$ cat src/rtl/smb_oe_pkg.sv
package smb_oe_pkg;

    localparam int          NUM_REGS   = 3;
    localparam int          NUM_OUTS   = 10;
    localparam int          IDX_W      = 2;
    localparam logic [7:0]  DEV_WR_ADR = 8'hD2;

    typedef enum logic [1:0] {
        LNK_IDLE,
        LNK_BITS,
        LNK_ACK
    } link_state_t;

    // Synchronized bus view and the events derived from it
    typedef struct packed {
        logic scl;
        logic sda;
        logic scl_rise;
        logic scl_fall;
        logic start;
        logic stop;
    } bus_ev_t;

    // Register write request issued at an acknowledge
    typedef struct packed {
        logic             en;
        logic [IDX_W-1:0] idx;
        logic [7:0]       data;
    } reg_wr_t;

    function automatic logic [7:0] reg_reset(input int i);
        case (i)
            0:       return 8'hFF;
            1:       return 8'hFF;
            default: return 8'hC3;
        endcase
    endfunction

    function automatic logic [NUM_OUTS-1:0] map_enables(
        input logic [7:0] r0, input logic [7:0] r1, input logic [7:0] r2);
        return {r1[7:4], r2[7:6], r0[3:0]};
    endfunction

endpackage

$ cat src/rtl/smb_line_sync.sv
module smb_line_sync
    import smb_oe_pkg::*;
#(
    parameter int STAGES = 2
) (
    input  logic    clk,
    input  logic    rst,
    input  logic    scl_i,
    input  logic    sda_i,
    output bus_ev_t ev_o
);
    logic [1:0] raw;
    logic [1:0] cur;
    logic [1:0] old;

    assign raw = {scl_i, sda_i};

    for (genvar g = 0; g < 2; g++) begin : g_line
        // pipe[STAGES-1] is the synchronized level, pipe[STAGES] the one before
        logic [STAGES:0] pipe;
        always_ff @(posedge clk) begin
            if (rst) pipe <= '1;
            else     pipe <= {pipe[STAGES-1:0], raw[g]};
        end
        assign cur[g] = pipe[STAGES-1];
        assign old[g] = pipe[STAGES];
    end

    always_comb begin
        ev_o.scl      = cur[1];
        ev_o.sda      = cur[0];
        ev_o.scl_rise = cur[1] & ~old[1];
        ev_o.scl_fall = ~cur[1] & old[1];
        ev_o.start    = cur[1] & old[1] & old[0] & ~cur[0];
        ev_o.stop     = cur[1] & old[1] & ~old[0] & cur[0];
    end

endmodule

$ cat src/rtl/smb_link.sv
module smb_link
    import smb_oe_pkg::*;
#(
    parameter int MAX_DATA = 10,
    parameter int SKIP     = 2
) (
    input  logic    clk,
    input  logic    rst,
    input  bus_ev_t ev_i,
    output logic    pull_o,
    output reg_wr_t wr_o
);
    localparam int LAST_IDX = SKIP + MAX_DATA;
    localparam int CNT_W    = $clog2(LAST_IDX + 2);

    link_state_t      state_q;
    logic [3:0]       bit_cnt_q;
    logic [7:0]       shreg_q;
    logic [CNT_W-1:0] byte_no_q;
    logic             pull_q;
    reg_wr_t          wr_q;

    logic             accept;
    logic             data_slot;
    logic [IDX_W-1:0] slot_idx;

    always_comb begin
        if (byte_no_q == '0) accept = (shreg_q == DEV_WR_ADR);
        else                 accept = (byte_no_q <= CNT_W'(LAST_IDX));
        data_slot = (byte_no_q > CNT_W'(SKIP)) &&
                    (byte_no_q <= CNT_W'(SKIP + NUM_REGS));
        slot_idx  = IDX_W'(byte_no_q - CNT_W'(SKIP + 1));
    end

    always_ff @(posedge clk) begin
        if (rst) begin
            state_q   <= LNK_IDLE;
            bit_cnt_q <= '0;
            shreg_q   <= '0;
            byte_no_q <= '0;
            pull_q    <= 1'b0;
            wr_q      <= '0;
        end else begin
            wr_q.en <= 1'b0;
            if (ev_i.start) begin
                state_q   <= LNK_BITS;
                bit_cnt_q <= '0;
                byte_no_q <= '0;
                pull_q    <= 1'b0;
            end else if (ev_i.stop) begin
                state_q <= LNK_IDLE;
                pull_q  <= 1'b0;
            end else begin
                case (state_q)
                    LNK_BITS: begin
                        if (ev_i.scl_rise && bit_cnt_q != 4'd8) begin
                            shreg_q   <= {shreg_q[6:0], ev_i.sda};
                            bit_cnt_q <= bit_cnt_q + 4'd1;
                        end else if (ev_i.scl_fall && bit_cnt_q == 4'd8) begin
                            if (accept) begin
                                state_q <= LNK_ACK;
                                pull_q  <= 1'b1;
                                if (data_slot) begin
                                    wr_q.en   <= 1'b1;
                                    wr_q.idx  <= slot_idx;
                                    wr_q.data <= shreg_q;
                                end
                            end else begin
                                state_q <= LNK_IDLE;
                            end
                        end
                    end
                    LNK_ACK: begin
                        if (ev_i.scl_fall) begin
                            pull_q    <= 1'b0;
                            state_q   <= LNK_BITS;
                            bit_cnt_q <= '0;
                            byte_no_q <= byte_no_q + CNT_W'(1);
                        end
                    end
                    default: ;
                endcase
            end
        end
    end

    assign pull_o = pull_q;
    assign wr_o   = wr_q;

    assert_ack_scl_low_R9: assert property (@(posedge clk) disable iff (rst)
        $rose(pull_q) |-> !ev_i.scl);

    assert_ack_hold_R2: assert property (@(posedge clk) disable iff (rst)
        (pull_q && !ev_i.scl_fall && !ev_i.start && !ev_i.stop) |=> pull_q);

    assert_idle_quiet_R3: assert property (@(posedge clk) disable iff (rst)
        (state_q == LNK_IDLE) |-> !pull_q);

    assert_byte_limit_R6: assert property (@(posedge clk) disable iff (rst)
        byte_no_q <= CNT_W'(LAST_IDX + 1));

endmodule

$ cat src/rtl/smb_oe_regs.sv
module smb_oe_regs
    import smb_oe_pkg::*;
(
    input  logic                clk,
    input  logic                rst,
    input  reg_wr_t             wr_i,
    output logic [NUM_OUTS-1:0] en_o
);
    logic [NUM_REGS-1:0][7:0] regs;

    for (genvar i = 0; i < NUM_REGS; i++) begin : g_reg
        logic [7:0] q;
        always_ff @(posedge clk) begin
            if (rst)                                     q <= reg_reset(i);
            else if (wr_i.en && wr_i.idx == IDX_W'(i))  q <= wr_i.data;
        end
        assign regs[i] = q;
    end

    assign en_o = map_enables(regs[0], regs[1], regs[2]);

    assert_wr_index_R5: assert property (@(posedge clk) disable iff (rst)
        wr_i.en |-> (wr_i.idx < IDX_W'(NUM_REGS)));

endmodule

$ cat src/rtl/smb_oe_ctrl.sv
module smb_oe_ctrl
    import smb_oe_pkg::*;
#(
    parameter int SYNC_STAGES    = 2,
    parameter int MAX_DATA_BYTES = 10,
    parameter int HEADER_BYTES   = 2
) (
    input  logic       clk,
    input  logic       rst,
    input  logic       scl_i,
    input  logic       sda_i,
    output logic       sda_pull_o,
    output logic [9:0] clk_en_o
);
    bus_ev_t ev;
    reg_wr_t wr;

    smb_line_sync #(.STAGES(SYNC_STAGES)) u_sync (
        .clk   (clk),
        .rst   (rst),
        .scl_i (scl_i),
        .sda_i (sda_i),
        .ev_o  (ev)
    );

    smb_link #(.MAX_DATA(MAX_DATA_BYTES), .SKIP(HEADER_BYTES)) u_link (
        .clk    (clk),
        .rst    (rst),
        .ev_i   (ev),
        .pull_o (sda_pull_o),
        .wr_o   (wr)
    );

    smb_oe_regs u_regs (
        .clk  (clk),
        .rst  (rst),
        .wr_i (wr),
        .en_o (clk_en_o)
    );

    assert_update_in_ack_R10: assert property (@(posedge clk) disable iff (rst)
        !$stable(clk_en_o) |-> sda_pull_o);

endmodule

$ cat config.mk
export PLATFORM = sky130hd
export DESIGN_NAME = smb_oe_ctrl
export DESIGN_NICKNAME = d
export VERILOG_FILES = /design/src/rtl/smb_oe_pkg.sv /design/src/rtl/smb_line_sync.sv /design/src/rtl/smb_link.sv /design/src/rtl/smb_oe_regs.sv /design/src/rtl/smb_oe_ctrl.sv
export SDC_FILE = /design/constraint.sdc
export NUM_CORES = 1
export LEC_CHECK = 0
export ABC_CLOCK_PERIOD_IN_PS = 4150
export BUFFER_PORTS_ARGS = -buffer_cell sky130_fd_sc_hd__buf_2
export CORE_AREA = 4 4 86 88
export DETAILED_ROUTE_END_ITERATION = 7
export DIE_AREA = 0 0 90 92
export PLACE_DENSITY = 0.54
export RECOVER_POWER = 100
export REMOVE_ABC_BUFFERS = 1
export SETUP_SLACK_MARGIN = 0.05
export SYNTH_ARGS = -nofsm -noshare
export SYNTH_HDL_FRONTEND = slang
export SYNTH_SLANG_ARGS = --single-unit
export TNS_END_PERCENT = 100
$ cat constraint.sdc
create_clock -name clk -period 4.15 [get_ports clk]
set_input_delay 0.415 -clock clk [delete_from_list [all_inputs] [get_ports clk]]
set_output_delay 0.415 -clock clk [all_outputs]
set_load 0.02 [all_outputs]
-- After elaboration in Yosys (flattened, before gate mapping)
Index checks and enable logic that the tools add are counted.
- add/sub/neg operators: 3
- magnitude comparators: 3
- equal/unequal tests: 15
- mux-type cells: 17
- bitwise operators: 17
- reductions and logical operators: 20
- operator list (cell ; number):
    AND reduction 4 bit ; 4
    2-to-1 mux 11 bit ; 1
    NOT 1 bit ; 10
    adder 4 x 1 -> 4 bit (second input constant) ; 2
    equality test 8 bit (second input constant) ; 1
    2-to-1 mux 2 bit ; 4
    2-to-1 mux 4 bit ; 2
    != test 2 x 1 -> 1 bit (second input constant) ; 4
    != test 4 x 3 -> 1 bit (second input constant) ; 2
    != test 4 bit (second input constant) ; 2
    case mux 4 bit (2 select lines) ; 1
    bitwise AND 1 bit ; 7
    2-to-1 mux 1 bit ; 7
    AND reduction 7 bit ; 1
    OR reduction 7 bit ; 1
    logical AND 1 bit ; 6
    AND reduction 5 bit ; 1
    equality test 2 x 1 -> 1 bit (second input constant) ; 2
    equality test 2 bit (second input constant) ; 2
    equality test 4 bit (second input constant) ; 1
    > comparator 4 x 2 -> 1 bit (second input constant) ; 1
    <= comparator 4 x 3 -> 1 bit (second input constant) ; 1
    <= comparator 4 bit (second input constant) ; 1
    logical NOT 4 bit ; 1
    10 further kinds ; 10
- flip-flop bits (word level): 56
- input bits: 4
- output and inout port bits: 11
- word-level logic and storage cells: 89

-- Logic depth before layout (Yosys ltp)
- word-level depth: 8
- gate-level depth with buffers: 9
- depth with buffers taken out: 7

-- By module
From an unflattened synthesis, not the netlist that was laid out.
- cells, all modules: 226
- area total of the unflattened synthesis: 2208.4 sq um
- by module, submodules not included (module ; instances ; cells each ; area each (sq um) ; seq. area each (sq um)):
    smb_link ; 1 ; 164 ; 1596.5 ; 600.6
    smb_oe_regs ; 1 ; 44 ; 406.6 ; 200.2
    smb_line_sync ; 1 ; 18 ; 205.2 ; 120.1

-- Worst setup path before layout
Ideal clock, no wire load.
- path type: flip-flop to flip-flop
- start: register u_link.byte_no_q[0]
- end: register u_link.wr_q (netlist bit u_link.wr_o[2])
- library setup time: 0.129 ns
- arrival time: 2.014 ns
- data required time: 4.021 ns
- slack: 2.008 ns
- cell stages (with the launch flop): 10
- buffers on the path: 2
- period minus slack after synthesis: 2.142 ns
- cell sequence: dfxtp_1 -> inv_1 -> ha_1 -> or3b_1 -> a21oi_1 -> or4b_1 -> buf_2 -> buf_6 -> mux2i_1 -> nor2_1
- word-level cells in the longest chain between the ends: 3
- elaborated cells between the ends (all ways): 7
- classes of those cells: order compare (3); mux (1); reduce/logical (3)
- ends and longest elaborated chain (item ; RTL line ; source):
    start: declaration ; smb_link.sv:19 ; logic [CNT_W-1:0] byte_no_q;
    start signal: assignment ; smb_link.sv:78 ; byte_no_q <= byte_no_q + CNT_W'(1);
    <= comparator 4 bit, or another cell as far along ; smb_link.sv:29 ; else accept = (byte_no_q <= CNT_W'(LAST_IDX));
    2-to-1 mux 1 bit / logical AND 1 bit (equally long branches) ; smb_link.sv:28, smb_link.sv:30 ;
    AND reduction 7 bit (no line) * ; -- ;
    end: declaration ; smb_link.sv:21 ; reg_wr_t wr_q;
Mark *: on every way between the ends. The rest lies on a longest branch, timed or not.
A chain may end at the register's enable or synchronous reset.

-- Worst setup path after layout
- start: register u_link.byte_no_q[0]
- end: register u_link.wr_q (netlist bit u_link.wr_o[0])
Same word-level chain as after synthesis.

==> results.py <==
metrics = {
    "status": {
        "status": "completed",
    },
    "sta": {
        "hold_violations": 0,
        "whs_ps": 303.5,
        "tightest_slew_ps": 1307,
        "fmax_ghz": 0.4036,
        "slew_headroom_pct": 12.88,
        "min_period_over_period_pct": 59.70,
        "clock_skew_ps": 6.541,
        "fin_setup_tns_ps": 0,
        "drv_slew": 0,
        "rsz0062_at_grt": "false",
        "min_period_ps": 2478,
        "setup_viol": 0,
    },
    "setup_path": {
        "critical_path_arrival_ps": 2610,
        "worstReg2RegStart": "u_link.byte_no_q[0]",
        "startpoint": "u_link.byte_no_q[0]",
        "crit_type": "reg2reg",
        "end_kind": "flip-flop",
        "start_kind": "flip-flop",
        "crit_fanout": 12,
        "required_ps": 4290,
    },
    "placement": {
        "place.port_buffers": 14,
        "gp_congestion": 0.6836,
        "dpl.cell_count": 290,
        "hpwl_um": 2435,
    },
    "floorplanning": {
        "die_h_um": 92,
        "ios": 15,
        "rows": 30,
        "die_width_um": 90,
        "start_util_pct": 29.27,
        "core-area_um2": 6644,
        "dieArea_um2": 8280,
    },
    "detailed_routing": {
        "drt_iter0_drc": 91,
        "first_pass_iters": 4,
        "vias_per_cell": 4.587,
        "antenna_left": 0,
        "drc_errors": 0,
        "wl_per_cell_um": 11.99,
        "num_vias": 1367,
        "routed_wl_um": 3574,
    },
    "cells_and_area": {
        "syn2layout_area_growth_pct": 10.75,
        "final-instance-count-excl-fill": 298,
        "drive_above_1_share_pct": 9.174,
        "nets": 229,
        "final_cell_mix": "dfxtp_1 (46), nor2_1 (29), mux2i_1 (23)",
        "mostFrequentLayoutCell": "dfxtp_1",
        "num-fill-cells": 677,
        "n_antenna_cell": 0,
    },
    "global_routing": {
        "grt_pass1_vias": 1237,
        "grt_max_degree": 32,
        "grtUsageTotal_pct": 8.920,
        "antenna_found_initial": 0,
        "grt_pass1_wl_um": 5947,
        "overflow": 0,
    },
    "power": {
        "pwr-share-seq_pct": 60.6,
        "p_leak_nw": 0.9292,
        "cellPowerDensity_nw_per_um2": 341.7,
        "swShare_pct": 22.80,
        "p_sw_uw": 167.8,
        "internal_power_uw": 568.0,
        "irDropWorstVdd_mv": 0.1451,
        "pwr-share-clk_pct": 36.9,
        "p_comb_share_pct": 2.5,
    },
    "synthesis": {
        "ys_seq_area_share_pct": 47.36,
        "synthMuxAreaShare_pct": 11.84,
        "ys.warnings.count": 0,
        "synthAdderAreaFrac_pct": 5.148,
        "synth_edf_count": 0,
        "synthXorXnorAreaFrac_pct": 1.351,
        "syn_area_um2": 1944,
        "synthArstFlopShare_pct": 0,
        "syn_inst": 202,
        "synthDistinctLibCells": 40,
        "synth_ff_type": "dfxtp_1",
        "synth.ff_latch_count": 46,
        "synth_top_family_by_area": "simple AND/OR/NAND/NOR gates",
        "synth_simple_gate_area_share_pct": 19.76,
        "synth_compound_area_share_pct": 10.81,
        "syn_area_per_cell_um2": 9.626,
    },
    "clocking": {
        "clock_sinks": 46,
        "cts_tree": "yes",
        "clockBufferDepth": 2,
        "ctsResizeCount": 0,
        "clock_latency_ps": 290,
        "cts_max_level": 2,
        "clk_pin_slew_ps": 90,
        "cts_hold_buf": 0,
        "cts_buffers": 5,
        "cts_setup_buffers": 0,
        "root_buffer": "clkbuf_8",
    },
    "hold_path": {
        "worst_hold_startpoint": "scl_i",
        "hold_class": "in2reg",
    },
    "job": {
        "timing.max_cap.violations": 0,
    },
}
[cell type report]
| cell class | instances | area, um^2 | area share [%] |
|---|---|---|---|
| multi-input cells | 139 | 945.9 | 43.93 |
| flip-flops and latches | 46 | 920.9 | 42.77 |
| well taps | 80 | 100.1 | 4.648 |
| clock buffers | 5 | 68.82 | 3.196 |
| repair buffers | 14 | 55.05 | 2.557 |
| inverters | 11 | 41.29 | 1.917 |
| clock inverters | 3 | 21.27 | 0.9878 |
[power by group through the flow]
stage / sequential [mW] / combinational [mW] / clock [mW]
final: 0.446 / 0.0184 / 0.272
after global routing: 0.446 / 0.0208 / 0.300
after CTS: 0.446 / 0.0191 / 0.283
after detailed placement: 0.456 / 0.0190 / 0
after global placement: 0.456 / 0.0189 / 0
after floorplan: 0.456 / 0.00996 / 0
[critical path: stages, from the launching register on]
cell and delay, ps:
dfxtp_1 440, inv_1 110, ha_1 210, or3b_1 340
a21oi_1 140, or4b_1 770, mux2i_1 250, nor2_1 50
[per-layer routing]
metal | global-route usage [%] | wire length (um) | vias to the layer above
met5 | 0 | 0 | -
met4 | 3.827 | 54 | 0
met3 | 2.871 | 157 | 6
met2 | 13.25 | 1472 | 21
met1 | 11.84 | 1890 | 611
li1 | - | - | 729
[cells by family after synthesis]
logic type | Yosys count
mux | 23
compound gates | 32
simple gates | 73
xor+xnor | 3
fa+ha+maj | 8
flops | 46
buf+inv | 17
[sequential cells by signal, indices dropped and copies added (netlist names)]
signal / cells
u_link.bit_cnt_q: 4
u_link.byte_no_q: 4
u_link.pull_o: 1
u_link.shreg_q: 8
u_link.state_q: 2
u_link.wr_o: 11
u_regs.g.q: 10
u_sync.g_line.pipe: 6
[path summary, 6_finish.rpt]
path	cells past startpoint	end	slack, ps
worst max-delay path	7	u_link.wr_o[0]	1670
worst min-delay path	2	u_sync.g_line[1].pipe[0]	300
worst max register to register	7	u_link.wr_o[0]	1670
worst min register to register	1	u_sync.g_line[1].pipe[1]	410
[through the flow]
stage / instance area (um^2) / util (%) / total power, mW / worst slack, ps
2_1_floorplan: 1913 / - / 0.4658 / 1936
3_3_place_gp: 2083 / 31.36 / 0.4749 / 1757
3_5_place_dp: 2083 / 31.36 / 0.4751 / 1692
4_1_cts: 2173 / 32.71 / 0.7481 / 1672
5_1_grt: 2153 / 32.41 / 0.7669 / 1490
6_report: 2153 / 32.41 / 0.7357 / 1672
[cells in the mapped netlist (all sizes together) (2+ instances only)]
library cell,n,area (um^2)
or4b,2,20.02
nor2,29,108.9
or3,2,12.51
clkbuf,4,15.01
nand2b,4,32.53
a211o,4,35.03
o211ai,2,15.01
nand3,3,15.01
or3b,2,17.52
dfxtp,46,920.9
or2,7,43.79
mux2i,23,230.2
nor2b,4,25.02
buf,2,16.26
ha,8,100.1
nand3b,2,15.01
xor2,2,17.52
a21oi,10,50.05
inv,11,41.29
nand2,12,45.04
o21ai,9,45.04
Power figures use the tool's default switching activity.
